`config.mk`:
```
export PLATFORM = sky130hd
export DESIGN_NAME = ser_cfg_stage
export DESIGN_NICKNAME = d
export VERILOG_FILES = /design/src/rtl/ser_cfg_stage_pkg.sv /design/src/rtl/ser_cfg_shadow.sv /design/src/rtl/ser_cfg_commit_ctl.sv /design/src/rtl/ser_cfg_live.sv /design/src/rtl/ser_cfg_stage.sv
export SDC_FILE = /design/constraint.sdc
export NUM_CORES = 1
export LEC_CHECK = 0
export BUFFER_PORTS_ARGS = -buffer_cell sky130_fd_sc_hd__buf_2
export CORE_MARGIN = 8
export CORE_UTILIZATION = 45
export CTS_BUF_LIST = sky130_fd_sc_hd__clkbuf_4 sky130_fd_sc_hd__clkbuf_8
export DETAILED_ROUTE_END_ITERATION = 8
export GPL_ROUTABILITY_DRIVEN = 0
export PLACE_DENSITY = 0.7
export SYNTH_ARGS = -nofsm -noshare
export SYNTH_HDL_FRONTEND = slang
export SYNTH_HIERARCHICAL = 1
export SYNTH_SLANG_ARGS = --single-unit
```
`constraint.sdc`:
```
create_clock -name clk -period 2.35 [get_ports clk]
set_clock_uncertainty 0.2 [all_clocks]
set_input_delay 0.705 -clock clk [delete_from_list [all_inputs] [get_ports clk]]
set_output_delay 0.705 -clock clk [all_outputs]
set_load 0.02 [all_outputs]
```
`src/rtl/ser_cfg_stage_pkg.sv`:
```
package ser_cfg_stage_pkg;
  localparam int ADDR_W = 3;
  // register select codes
  localparam logic [ADDR_W-1:0] SEL_MODE = 3'd0;
  localparam logic [ADDR_W-1:0] SEL_PVAL = 3'd1;
  localparam logic [ADDR_W-1:0] SEL_DFMT = 3'd2;
  localparam logic [ADDR_W-1:0] SEL_DIVL = 3'd3;
  localparam logic [ADDR_W-1:0] SEL_DIVH = 3'd4;
  localparam logic [ADDR_W-1:0] SEL_CTL2 = 3'd5;
  localparam int NUM_BYTE_SHADOWS = 3;  // mode, port value, data format
endpackage

```
`src/rtl/ser_cfg_shadow.sv`:
```
module ser_cfg_shadow
  import ser_cfg_stage_pkg::*;
#(
  parameter int DATA_W = 8,
  parameter int DIV_W = 10,
  parameter logic [DATA_W-1:0] MODE_RST = '0,
  parameter logic [DATA_W-1:0] PVAL_RST = '0,
  parameter logic [DATA_W-1:0] DFMT_RST = '0,
  parameter logic [DIV_W-1:0] DIV_RST = '0
) (
  input  logic              clk,
  input  logic              rst_n,
  input  logic              wr_en,
  input  logic [ADDR_W-1:0] wr_addr,
  input  logic [DATA_W-1:0] wr_data,
  output logic [DATA_W-1:0] sh_mode,
  output logic [DATA_W-1:0] sh_pval,
  output logic [DATA_W-1:0] sh_dfmt,
  output logic [DIV_W-1:0]  sh_div,
  output logic              staged_wr
);
  localparam int HI_W = DIV_W - DATA_W;

  logic [DATA_W-1:0] byte_q [NUM_BYTE_SHADOWS];
  logic [DATA_W-1:0] byte_rst [NUM_BYTE_SHADOWS];

  assign byte_rst[0] = MODE_RST;
  assign byte_rst[1] = PVAL_RST;
  assign byte_rst[2] = DFMT_RST;

  genvar g;
  generate
    for (g = 0; g < NUM_BYTE_SHADOWS; g++) begin : g_byte
      logic ld;
      assign ld = wr_en && (wr_addr == ADDR_W'(g));
      always_ff @(posedge clk or negedge rst_n) begin
        if (!rst_n)  byte_q[g] <= byte_rst[g];
        else if (ld) byte_q[g] <= wr_data;
      end
    end
  endgenerate

  logic ld_lo, ld_hi;
  logic [DATA_W-1:0] div_lo_q;
  logic [HI_W-1:0]   div_hi_q;

  assign ld_lo = wr_en && (wr_addr == SEL_DIVL);
  assign ld_hi = wr_en && (wr_addr == SEL_DIVH);

  always_ff @(posedge clk or negedge rst_n) begin
    if (!rst_n)     div_lo_q <= DIV_RST[DATA_W-1:0];
    else if (ld_lo) div_lo_q <= wr_data;
  end

  always_ff @(posedge clk or negedge rst_n) begin
    if (!rst_n)     div_hi_q <= DIV_RST[DIV_W-1:DATA_W];
    else if (ld_hi) div_hi_q <= wr_data[HI_W-1:0];
  end

  assign sh_mode   = byte_q[0];
  assign sh_pval   = byte_q[1];
  assign sh_dfmt   = byte_q[2];
  assign sh_div    = {div_hi_q, div_lo_q};
  assign staged_wr = wr_en && (wr_addr <= SEL_DIVH);
endmodule

```
`src/rtl/ser_cfg_commit_ctl.sv`:
```
module ser_cfg_commit_ctl (
  input  logic clk,
  input  logic rst_n,
  input  logic staged_wr,
  input  logic tx_idle,
  output logic commit,
  output logic pending
);
  logic pending_d;

  assign commit = pending && tx_idle;

  always_comb begin
    pending_d = pending;
    if (commit)    pending_d = 1'b0;
    if (staged_wr) pending_d = 1'b1;  // a write at a commit edge stays queued
  end

  always_ff @(posedge clk or negedge rst_n) begin
    if (!rst_n) pending <= 1'b0;
    else        pending <= pending_d;
  end
endmodule

```
`src/rtl/ser_cfg_live.sv`:
```
module ser_cfg_live
  import ser_cfg_stage_pkg::*;
#(
  parameter int DATA_W = 8,
  parameter int DIV_W = 10,
  parameter logic [DATA_W-1:0] MODE_RST = '0,
  parameter logic [DATA_W-1:0] PVAL_RST = '0,
  parameter logic [DATA_W-1:0] DFMT_RST = '0,
  parameter logic [DIV_W-1:0]  DIV_RST = '0,
  parameter logic [DATA_W-1:0] CTL2_RST = '0
) (
  input  logic              clk,
  input  logic              rst_n,
  input  logic              commit,
  input  logic              direct_wr,
  input  logic [DATA_W-1:0] wr_data,
  input  logic [DATA_W-1:0] sh_mode,
  input  logic [DATA_W-1:0] sh_pval,
  input  logic [DATA_W-1:0] sh_dfmt,
  input  logic [DIV_W-1:0]  sh_div,
  output logic [DATA_W-1:0] mode_q,
  output logic [DATA_W-1:0] pval_q,
  output logic [DATA_W-1:0] dfmt_q,
  output logic [DATA_W-1:0] baud_lo_q,
  output logic [DATA_W-1:0] ctl2_q
);
  localparam int HI_W = DIV_W - DATA_W;
  localparam int LO_W = DATA_W - HI_W;

  logic [HI_W-1:0] ctl2_hi_q;
  logic [LO_W-1:0] ctl2_lo_q;

  always_ff @(posedge clk or negedge rst_n) begin
    if (!rst_n) begin
      mode_q    <= MODE_RST;
      pval_q    <= PVAL_RST;
      dfmt_q    <= DFMT_RST;
      baud_lo_q <= DIV_RST[DATA_W-1:0];
      ctl2_hi_q <= CTL2_RST[DATA_W-1:LO_W];
    end else if (commit) begin
      mode_q    <= sh_mode;
      pval_q    <= sh_pval;
      dfmt_q    <= sh_dfmt;
      baud_lo_q <= sh_div[DATA_W-1:0];
      ctl2_hi_q <= sh_div[DIV_W-1:DATA_W];
    end
  end

  // lower control bits are host-direct and untouched by a commit
  always_ff @(posedge clk or negedge rst_n) begin
    if (!rst_n)         ctl2_lo_q <= CTL2_RST[LO_W-1:0];
    else if (direct_wr) ctl2_lo_q <= wr_data[LO_W-1:0];
  end

  assign ctl2_q = {ctl2_hi_q, ctl2_lo_q};
endmodule

```
`src/rtl/ser_cfg_stage.sv`:
```
module ser_cfg_stage
  import ser_cfg_stage_pkg::*;
#(
  parameter int DATA_W = 8,
  parameter int DIV_W = 10,
  parameter logic [DATA_W-1:0] MODE_RST = 8'h00,
  parameter logic [DATA_W-1:0] PVAL_RST = 8'h16,
  parameter logic [DATA_W-1:0] DFMT_RST = 8'h03,
  parameter logic [DIV_W-1:0]  DIV_RST  = 10'h000,
  parameter logic [DATA_W-1:0] CTL2_RST = 8'h00
) (
  input  logic              clk,
  input  logic              rst_n,
  input  logic              wr_en,
  input  logic [ADDR_W-1:0] wr_addr,
  input  logic [DATA_W-1:0] wr_data,
  input  logic              tx_idle,
  output logic [DATA_W-1:0] mode_q,
  output logic [DATA_W-1:0] pval_q,
  output logic [DATA_W-1:0] dfmt_q,
  output logic [DATA_W-1:0] baud_lo_q,
  output logic [DATA_W-1:0] ctl2_q,
  output logic              cfg_pending
);
  logic [DATA_W-1:0] sh_mode, sh_pval, sh_dfmt;
  logic [DIV_W-1:0]  sh_div;
  logic              staged_wr, commit, direct_wr;

  assign direct_wr = wr_en && (wr_addr == SEL_CTL2);

  ser_cfg_shadow #(
    .DATA_W(DATA_W), .DIV_W(DIV_W), .MODE_RST(MODE_RST),
    .PVAL_RST(PVAL_RST), .DFMT_RST(DFMT_RST), .DIV_RST(DIV_RST)
  ) u_shadow (
    .clk(clk), .rst_n(rst_n), .wr_en(wr_en), .wr_addr(wr_addr),
    .wr_data(wr_data), .sh_mode(sh_mode), .sh_pval(sh_pval),
    .sh_dfmt(sh_dfmt), .sh_div(sh_div), .staged_wr(staged_wr)
  );

  ser_cfg_commit_ctl u_ctl (
    .clk(clk), .rst_n(rst_n), .staged_wr(staged_wr), .tx_idle(tx_idle),
    .commit(commit), .pending(cfg_pending)
  );

  ser_cfg_live #(
    .DATA_W(DATA_W), .DIV_W(DIV_W), .MODE_RST(MODE_RST),
    .PVAL_RST(PVAL_RST), .DFMT_RST(DFMT_RST), .DIV_RST(DIV_RST),
    .CTL2_RST(CTL2_RST)
  ) u_live (
    .clk(clk), .rst_n(rst_n), .commit(commit), .direct_wr(direct_wr),
    .wr_data(wr_data), .sh_mode(sh_mode), .sh_pval(sh_pval),
    .sh_dfmt(sh_dfmt), .sh_div(sh_div), .mode_q(mode_q),
    .pval_q(pval_q), .dfmt_q(dfmt_q), .baud_lo_q(baud_lo_q),
    .ctl2_q(ctl2_q)
  );
endmodule

```
==> results.md, run 1 <==
* Shortest clock period the worst path allows after layout at 1.949 ns
* Clock tree from TritonCTS: done
* DRC Markers at 0
* Quantity of hold-fixing buffers added after cts at 0
* Buf/Inv on CP at 1
* Flops & latches, synth at 75
* Status: finished, final reports clean
* Sequential-to-total area share from yosys stat at 62.24%
* Number of vias per cell at 5.047
* Clock buffer count from CTS at 9
* Cell leakage power at 1.701 nW
* Total power at 0.004001 W
* Slowest cell on the critical path: dfstp_2
* Clock-pin slew reported for the worst setup and hold paths after clock tree synthesis at 0.07 ns
* Effective utilization at floorplan at 45.69%
* RSZ-0062 raised after global routing: false
* Number of detailed-route iterations in the first pass at 3
* Layout Nets at 246
* Unique masters post-synth at 17
* Power Density at 1113 nW/um^2
* Classification of the worst setup path: register to output pin
* Post-CTS sizing at 0
* Share of the cycle needed by the critical path after routing at 82.95%
* Initial antenna violation count at 0
* Max Fclk at 0.5130 GHz
* Slew at the pin with the worst max-slew slack at 0.5150 ns
* CP top delay family: flip-flops
* Arrival time worst endpoint at 1.04 ns
* Average cell area after synthesis at 18.18 um^2
* Final-layout worst hold slack at 0.1283 ns
* Fraction of layout instances using a drive strength above 1 at 70.34%
* Insertion delay of the later-clocked pin in the worst-skew pair at 0.34 ns
* Post-CTS Setup Bufs at 0
* Count of boundary I/O pins at 56
* Post-Route Utilization at 54.09%
* WL per Instance at 17.98 um
* Area of the core at 6644 um^2
* Net Count, Synth at 182
* CP max FO at 2
* Syn Inst Count at 167
* Count of maximum capacitance violations at 0
* Total vias in the final route at 1595
* Endpoint type of the worst setup path: output pin
* Total negative setup slack at 0 ns
* Total track usage at 12.97%
* Critical Path, Cell by Cell: buf_2
* Crit path required time at 1.44 ns
* Leading cell type in the layout, fill and taps excluded: dfrtp_1
* Total wire length at 5.682 mm
* Startpoint Class: register
* Placed cells at 300
* Clock tree root driver cell: clkbuf_8
* Number of port buffers at 55
* Number of standard cells in the layout, taps in and fillers out at 316
* Area growth, synth to finish at 18.38%
* Number of synthesis warnings at 6
* Wire length of the first global-routing pass at 9.584 mm
* Depth of the CTS H-tree at 3
* Ant. Diodes at 0
* Tightest Hold Check Type: primary input to async pin
* Clock sink count at 75
* Die outline height at 98.13 um
* Final setup violation count at 0
* Clock tree buffer depth at 2
* Maximum number of pins on one net before global-route repair at 41
* Max rail drop VDD at 0.4829 mV
* Row Count at 30
* Die area at 9630 um^2
* Number of nets with antenna violations after detailed routing at 0
* Headroom to the max-slew limit at 65.67%
* Horiz. Die Dim at 98.13 um
* Remaining global-route overflow at 0
* Delay of the slowest cell on the worst path at 0.54 ns
* Post-synthesis instance area at 3035 um^2
* Final Hold Vio Count at 0
* Iter 0 DRT Violations at 53
* Pins over their slew limit at 0
* Commonest non-fill, non-tap cells in the layout: dfrtp_1, buf_2, mux2_2
* Detailed placement HPWL at 3.880 mm
* Number of global-route vias before repair at 1789
-- cells by family after synthesis --
kind of cell / after synthesis / share of synthesized area, %
compound gates: 2 / 0.4121
buf+inv: 8 / 2.968
flops: 75 / 62.24
mux: 74 / 31.16
simple gates: 8 / 3.215
-- cells in the mapped netlist, drive strengths merged --
master  count  area [um^2]
nor4b       1        23.77
inv         1        3.750
a21o        1        7.510
dfstp      10        262.8
mux2       74        945.9
and4bb      2        25.02
buf         7        86.33
nand4b      1        15.01
nor4bb      1        10.01
and2        2        13.77
and4b       1        10.01
dfrtp      65         1627
o21ai       1        5.000
-- metal layers --
layer | track usage, % | wire length (um) | vias to the layer above
li1 | - | - | 725
met3 | 6.543 | 433 | 7
met1 | 16.21 | 2650 | 820
met5 | 0 | 0 | -
met4 | 4.959 | 76 | 0
met2 | 18.70 | 2521 | 43
-- cell type report --
cell class,instances,area [um^2]
clock inverters,5,52.55
fillers,554,3050
well taps,80,100.1
multi-input cells,84,1062
repair buffers,60,340.3
flip-flops and latches,75,1889
clock buffers,11,145.1
inverters,1,3.754
-- per-stage QoR --
stage	area (um^2)	setup WS, ns
final	3593	0.4007
after global routing	3593	0.3586
after CTS	3593	0.3841
after detailed placement	3396	0.2938
after global placement	3396	0.2978
after floorplan	3035	0.4901
-- final timing paths --
| kind | to | slack, ns | cells after the start | from |
|---|---|---|---|---|
| max in group asynchronous | u_shadow/sh_mode[2] | 1.27 | 2 | rst_n |
| worst max-delay path | dfmt_q[0] | 0.40 | 1 | u_live/dfmt_q[0] |
| worst min-delay path | u_live/mode_q[3] | 0.13 | 1 | rst_n |
| min in group clk | u_live/mode_q[2] | 0.30 | 1 | u_shadow/sh_mode[2] |
| worst max register to register | u_live/baud_lo_q[7] | 0.86 | 3 | u_ctl/pending |
| worst min register to register | u_live/mode_q[2] | 0.30 | 1 | u_shadow/sh_mode[2] |
-- flip-flops by register name, summed over array words and instances (netlist names), 8 cells and up --
name / cells
u_shadow/sh_dfmt: 8
u_shadow/sh_mode: 8
u_live/pval_q: 8
u_shadow/sh_pval: 8
u_live/baud_lo_q: 8
u_shadow/div_lo_q: 8
u_live/mode_q: 8
u_live/dfmt_q: 8
-- power breakdown --
part           internal [W]  total [W]  switching [W]
sequential          0.00169    0.00189       0.000193
combinational      0.000571    0.00114       0.000570
clock              0.000526   0.000975       0.000449
Power figures use the tool's default switching activity.
==> inputs of run 2 (changes only) <==
- ABC_AREA: default -> 1
- clock period: 2.35 -> 2 ns (I/O delays scaled with it)
==> run 2 against run 1 <==
Sequential cell count stayed put. Worst hold slack worse by 0.044 ns. First-iteration DRC count increased by 100%. Non-clock buffer count did not move. Routed wire length up 17%. Total power shrank 0.13%. Register-to-register slack got worse by 0.20 ns. Critical path type unchanged. Critical endpoint is now pval_q[2].
==> results.md, run 2 <==
* Clock buffer count from CTS at 9 (unchanged)
* Total negative setup slack at 0 ns (unchanged)
* Share of the cycle needed by the critical path after routing at 91.23%
* Post-CTS Setup Bufs at 0 (unchanged)
* Number of port buffers at 55 (unchanged)
* DRC Markers at 0 (unchanged)
* Arrival time worst endpoint at 1.02 ns (-0.02 ns)
* Max rail drop VDD at 0.5183 mV (+7.3%)
* Post-layout instance area at 3571 um^2 (-0.63%)
* Leading cell type in the layout, fill and taps excluded: nand2_1
* Min setup slack post-route at 0.1754 ns (-0.2253 ns)
* Initial antenna violation count at 0 (unchanged)
* Average cell area after synthesis at 9.001 um^2 (-50%)
* Biggest area contributors in the synthesized netlist: dfrtp_1, nand2_1, dfstp_2
* Critical Path, Cell by Cell: buf_2
* Classification of the worst setup path: register to output pin
* Area share of the largest cell type after synthesis at 53.15% (-0.44 points)
* Shortest clock period the worst path allows after layout at 1.825 ns
* Sequential-to-total area share from yosys stat at 61.73% (-0.51 points)
* Area occupied by registers at 1889 um^2 (unchanged)
* Flops & latches, synth at 75 (unchanged)
* Quantity of hold-fixing buffers added after cts at 0 (unchanged)
* Die outline height at 98.47 um (+0.34%)
* Number of synthesis warnings at 6 (unchanged)
* Max Fclk at 0.5481 GHz
* Post-synth EDFFs at 0 (unchanged)
* Unique masters post-synth at 15 (-2)
* Count of boundary I/O pins at 56 (unchanged)
* Post-placement worst setup slack at 0.2350 ns (-0.05882 ns)
* RSZ-0062 raised after global routing: false
* Delay of the slowest cell on the worst path at 0.53 ns (about the same)
* Fraction of layout instances using a drive strength above 1 at 27.09% (-43 points)
* Horiz. Die Dim at 98.47 um (+0.34%)
* Net Count, Synth at 355 (+95%)
* Layout Nets at 416 (+69%)
* Fill cell instance count of the final layout at 652 (+18%)
* Number of global-route vias before repair at 2458 (+37%)
* Die area at 9695 um^2 (+0.68%)
* Clock sink count at 75 (unchanged)
* Final setup violation count at 0 (unchanged)
* Headroom to the max-slew limit at 74.03% (+8.4 points)
* Share of flip-flops with an asynchronous set or reset after synthesis at 100.0% (unchanged)
* Crit path required time at 1.20 ns (-0.24 ns)
* Clock tree root driver cell: clkbuf_8
* Pins over their slew limit at 0 (unchanged)
* Status: finished, final reports clean
* Remaining global-route overflow at 0 (unchanged)
* Total vias in the final route at 2326 (+46%)
* Clock tree from TritonCTS: done
* Total track usage at 14.95% (+2.0 points)
* Area growth, synth to finish at 16.68%
* Total wire length at 6.622 mm (+17%)
* Wire length of the first global-routing pass at 11.57 mm (+21%)
* Count of maximum capacitance violations at 0 (unchanged)
* WL per Instance at 13.63 um (-24%)
* Dominant synthesized flop cell: dfrtp_1
* Combined area of the multi-input logic cells at 1023 um^2 (-3.7%)
* Maximum number of pins on one net before global-route repair at 76 (+85%)
* Startpoint Class: register
* Final-layout worst hold slack at 0.08394 ns (-0.04432 ns)
* Commonest non-fill, non-tap cells in the layout: nand2_1, dfrtp_1, buf_2
* Effective utilization at floorplan at 45.81% (+0.12 points)
* Tightest Hold Check Type: primary input to async pin
* Buf/Inv on CP at 1 (unchanged)
* Number of nets with antenna violations after detailed routing at 0 (unchanged)
* Slew at the pin with the worst max-slew slack at 0.3895 ns (-0.1255 ns)
* Total power at 0.003996 W (-0.13%)
* Clock tree buffer depth at 2 (unchanged)
* Number of detailed-route iterations in the first pass at 4 (+1)
* Depth of the CTS H-tree at 3 (unchanged)
* Insertion delay of the later-clocked pin in the worst-skew pair at 0.34 ns (about the same)
* Syn Inst Count at 340 (+100%)
* Final Hold Vio Count at 0 (unchanged)
* Instance area at placement at 3391 um^2 (-0.15%)
* Slowest cell on the critical path: dfstp_2
* Iter 0 DRT Violations at 107 (+100%)
* Cell leakage power at 2.046 nW (+20%)
* Number of vias per cell at 4.786 (-5.2%)
* Power Density at 1119 nW/um^2 (+0.50%)
* Ant. Diodes at 0 (unchanged)
* Post-CTS sizing at 0 (unchanged)
* Area of the core at 6681 um^2 (+0.57%)
* Clock-pin slew reported for the worst setup and hold paths after clock tree synthesis at 0.07 ns (about the same)
* Post-synthesis cell type with the largest combined area: dfrtp_1
* Detailed placement HPWL at 4.627 mm (+19%)
* Post-synthesis instance area at 3060 um^2 (+0.82%)
* Endpoint type of the worst setup path: output pin
* Top cells by count, synth: nand2_1, dfrtp_1, nand3_1
* Row Count at 30 (unchanged)
* Most numerous cell in the Yosys netlist: nand2_1
* CP top delay family: flip-flops
* CP max FO at 2 (unchanged)
run 2: power by group:
part	switching (W)	internal (W)	leakage, nW	total (W)
logic	0.000603	0.000297	1.02	0.000900
registers	0.000175	0.00187	0.930	0.00204
clock network	0.000502	0.000554	0.0988	0.00106
run 2: area by class of cell:
| class | instances | share of cell area (%) |
|---|---|---|
| Clock buffer | 15 | 4.905 |
| Timing Repair Buffer | 60 | 9.110 |
| Multi-Input combinational cell | 243 | 28.66 |
| Clock inverter | 1 | 0.1402 |
| Tap cell | 80 | 2.803 |
| Sequential cell | 75 | 52.91 |
| Inverter | 12 | 1.472 |
run 2: cells by family (layout without fill, tap and decap cells):
family                 after synthesis  count (layout)  synth area share [%]
and+or+nand+nor                    243             243                 33.44
DFF                                 75              75                 61.73
buffers and inverters               22              88                 4.824
run 2: final timing paths:
check	from	endpoint	slack, ns	cells past startpoint
min	rst_n	u_live/mode_q[6]	0.08	2
max reg2reg	u_ctl/pending	u_live/pval_q[7]	0.66	5
min reg2reg	u_live/dfmt_q[1]	u_live/dfmt_q[1]	0.26	2
max	u_live/pval_q[2]	pval_q[2]	0.18	1
max in group asynchronous	rst_n	u_live/pval_q[2]	1.17	2
min in group clk	u_live/dfmt_q[1]	u_live/dfmt_q[1]	0.26	2
run 2: per-layer routing:
layer  GRT usage [%]  part of all wire, %  vias to the layer above
met4           6.494                  1.8                        0
met2           23.60                   47                       57
met1           18.19                   44                     1096
met3           5.074                  7.0                       11
li1                -                    -                     1162
met5               0                    0                        -
run 2: per-stage QoR:
| stage | std cells | utilization [%] |
|---|---|---|
| floorplan | 340 | - |
| global placement | 470 | 50.75 |
| detailed placement | 470 | 50.75 |
| CTS | 486 | 53.45 |
| global route | 486 | 53.45 |
| finish | 486 | 53.45 |
==> inputs of run 3 (changes only) <==
- BUFFER_PORTS_ARGS: -buffer_cell sky130_fd_sc_hd__buf_2 -> default
- CORE_MARGIN: 8 -> 10
- DONT_BUFFER_PORTS: default -> 1
- PLACE_DENSITY: 0.7 -> 0.63
==> run 3 against run 2 <==
Combinational power is 58% lower. Non-clock buffer count down 57. Clock power increased by 10%. Sequential cell count is the same. Global-route usage decreased by 1.1 points. Die area rose by 8.3%. Via count fell by 9.8%. Worst hold slack got worse by 0.34 ns. The flow now finishes with violations (negative hold slack).
==> results.md, run 3 (synthesized netlist as in run 2, its figures left out) <==
* Insertion delay of the later-clocked pin in the worst-skew pair at 0.35 ns (about the same)
* WL per Instance at 15.35 um (+13%)
* Post-placement worst setup slack at 0.3531 ns (+0.1181 ns)
* Classification of the worst setup path: register to output pin
* Final setup violation count at 0 (unchanged)
* Combinational share of power at 9.8% (-13 points)
* Number of port buffers at 0 (-100%)
* Min setup slack post-route at 0.2533 ns (+0.07789 ns)
* Number of nets with antenna violations after detailed routing at 0 (unchanged)
* Layout Nets at 359 (-14%)
* Internal reg-to-reg setup slack at 0.52 ns (-0.14 ns)
* Initial antenna violation count at 0 (unchanged)
* Area of the core at 6495 um^2 (-2.8%)
* Die area at 10500 um^2 (+8.3%)
* Number of vias per cell at 4.925 (+2.9%)
* Shortest clock period the worst path allows after layout at 1.747 ns (-0.07789 ns)
* Row Count at 29 (-3.3%)
* Clock tree buffer depth at 2 (unchanged)
* Final-layout worst hold slack at -0.2566 ns (-0.3405 ns)
* Ant. Diodes at 0 (unchanged)
* Crit path required time at 1.20 ns (about the same)
* Switching part of the total power at 31.37% (-0.65 points)
* Clock tree from TritonCTS: done
* Violated checks: negative hold slack
* Max rail drop VDD at 0.4364 mV (-16%)
* Iter 0 DRT Violations at 93 (-13%)
* Arrival time worst endpoint at 0.95 ns (-0.07 ns)
* Effective utilization at floorplan at 47.12% (+1.3 points)
* Count of boundary I/O pins at 56 (unchanged)
* Pins over their slew limit at 0 (unchanged)
* Max Fclk at 0.5725 GHz (+4.5%)
* Area growth, synth to finish at 7.400%
* Maximum number of pins on one net before global-route repair at 76 (unchanged)
* Clock tree root driver cell: clkbuf_8
* Endpoint type of the worst setup path: output pin
* Clock buffer count from CTS at 9 (unchanged)
* Final Hold Vio Count at 75 (+75)
* Critical register-to-register path startpoint: u_ctl/pending
* Commonest non-fill, non-tap cells in the layout: nand2_1, dfrtp_1, nand3_1
* Power Density at 1178 nW/um^2 (+5.3%)
* Tightest Hold Check Type: primary input to async pin
* RSZ-0062 raised after global routing: false
* Horiz. Die Dim at 102.5 um (+4.1%)
* Critical register-to-register path endpoint: u_live/pval_q[3]
* Wire length of the first global-routing pass at 11.05 mm (-4.5%)
* Count of maximum capacitance violations at 0 (unchanged)
* Clock sink count at 75 (unchanged)
* Share of total power in the clock network at 30.2% (+3.8 points)
* Headroom to the max-slew limit at 67.24% (-6.8 points)
* Share of the cycle needed by the critical path after routing at 87.33% (-3.9 points)
* Number of global-route vias before repair at 2189 (-11%)
* Total wire length at 6.540 mm (-1.2%)
* Startpoint Class: register
* Die outline height at 102.5 um (+4.1%)
* Clock-pin slew reported for the worst setup and hold paths after clock tree synthesis at 0.07 ns (about the same)
* Fraction of layout instances using a drive strength above 1 at 15.19% (-12 points)
* Remaining global-route overflow at 0 (unchanged)
* Total track usage at 13.85% (-1.1 points)
* CP max FO at 2 (unchanged)
* Post-CTS sizing at 0 (unchanged)
* Detailed placement HPWL at 4.485 mm (-3.1%)
* Slew at the pin with the worst max-slew slack at 0.4909 ns (+0.1014 ns)
* Number of detailed-route iterations in the first pass at 4 (unchanged)
* Cell leakage power at 1.784 nW (-13%)
* Total vias in the final route at 2098 (-9.8%)
* Register share of total power at 60.1% (+9.0 points)
* Post-CTS Setup Bufs at 0 (unchanged)
* Source of the critical timing path: u_live/dfmt_q[0]
* DRC Markers at 0 (unchanged)
* Number of cells on the worst reg-to-reg path at 5 (unchanged)
* P_sw at 0.001214 W (-5.1%)
* Internal power at 0.002657 W (-2.2%)
* Status: complete, but fails checks
* Total negative setup slack at 0 ns (unchanged)
* Depth of the CTS H-tree at 3 (unchanged)
* Leading cell type in the layout, fill and taps excluded: nand2_1
* Post-Route Utilization at 50.61% (-2.8 points)
## run 3: layer usage
metal | track usage (%) | vias up | share of wire (%) | routed length (um)
met5 | 0 | - | 0 | 0
met4 | 6.508 | 0 | 2.0 | 129
met3 | 5.398 | 9 | 7.4 | 481
met2 | 21.59 | 43 | 47 | 3080
met1 | 16.48 | 1001 | 44 | 2848
li1 | - | 1045 | - | -
## run 3: final cells by class
cell class	count	area, um^2
sequential	75	1889
fill	636	3208
clock buffer	12	152.6
inverter	12	52.55
multi-input combinational	243	1023
clock inverter	4	50.05
tap	77	96.34
timing repair buffer	3	22.52
## run 3: how the worst max path moves through the flow
stage                                endpoint  depth (start not counted)
after global routing                dfmt_q[1]                          0
final                               dfmt_q[0]                          0
after detailed placement  u_shadow/sh_mode[7]                          4
after CTS                           dfmt_q[0]                          0
after global placement    u_shadow/sh_mode[7]                          4
after floorplan           u_live/baud_lo_q[0]                          7
## run 3: power groups by stage
stage          Combinational [W]  Sequential [W]  Clock, W
2_1_floorplan           0.000345         0.00229         0
3_5_place_dp            0.000386         0.00237         0
6_report                0.000379         0.00232   0.00117
5_1_grt                 0.000461         0.00238   0.00129
4_1_cts                 0.000386         0.00234   0.00120
3_3_place_gp            0.000370         0.00237         0
## run 3: through the flow
| stage | hold slack [ns] | cell area [um^2] | instances | total power [W] |
|---|---|---|---|---|
| global placement | 0.1076 | 3084 | 410 | 0.002737 |
| detailed placement | 0.1079 | 3084 | 410 | 0.002755 |
| floorplan | 0.1044 | 3060 | 340 | 0.002633 |
| CTS | -0.2762 | 3287 | 426 | 0.003933 |
| finish | -0.2566 | 3287 | 426 | 0.003871 |
| global route | -0.2867 | 3287 | 426 | 0.004125 |
## run 3: worst register-to-register path, delay by kind of cell (launching register included)
family                 cells  cell delay [ns]
AND/OR/NAND/NOR            3             0.21
flip-flops                 1             0.48
buffers and inverters      2             0.51
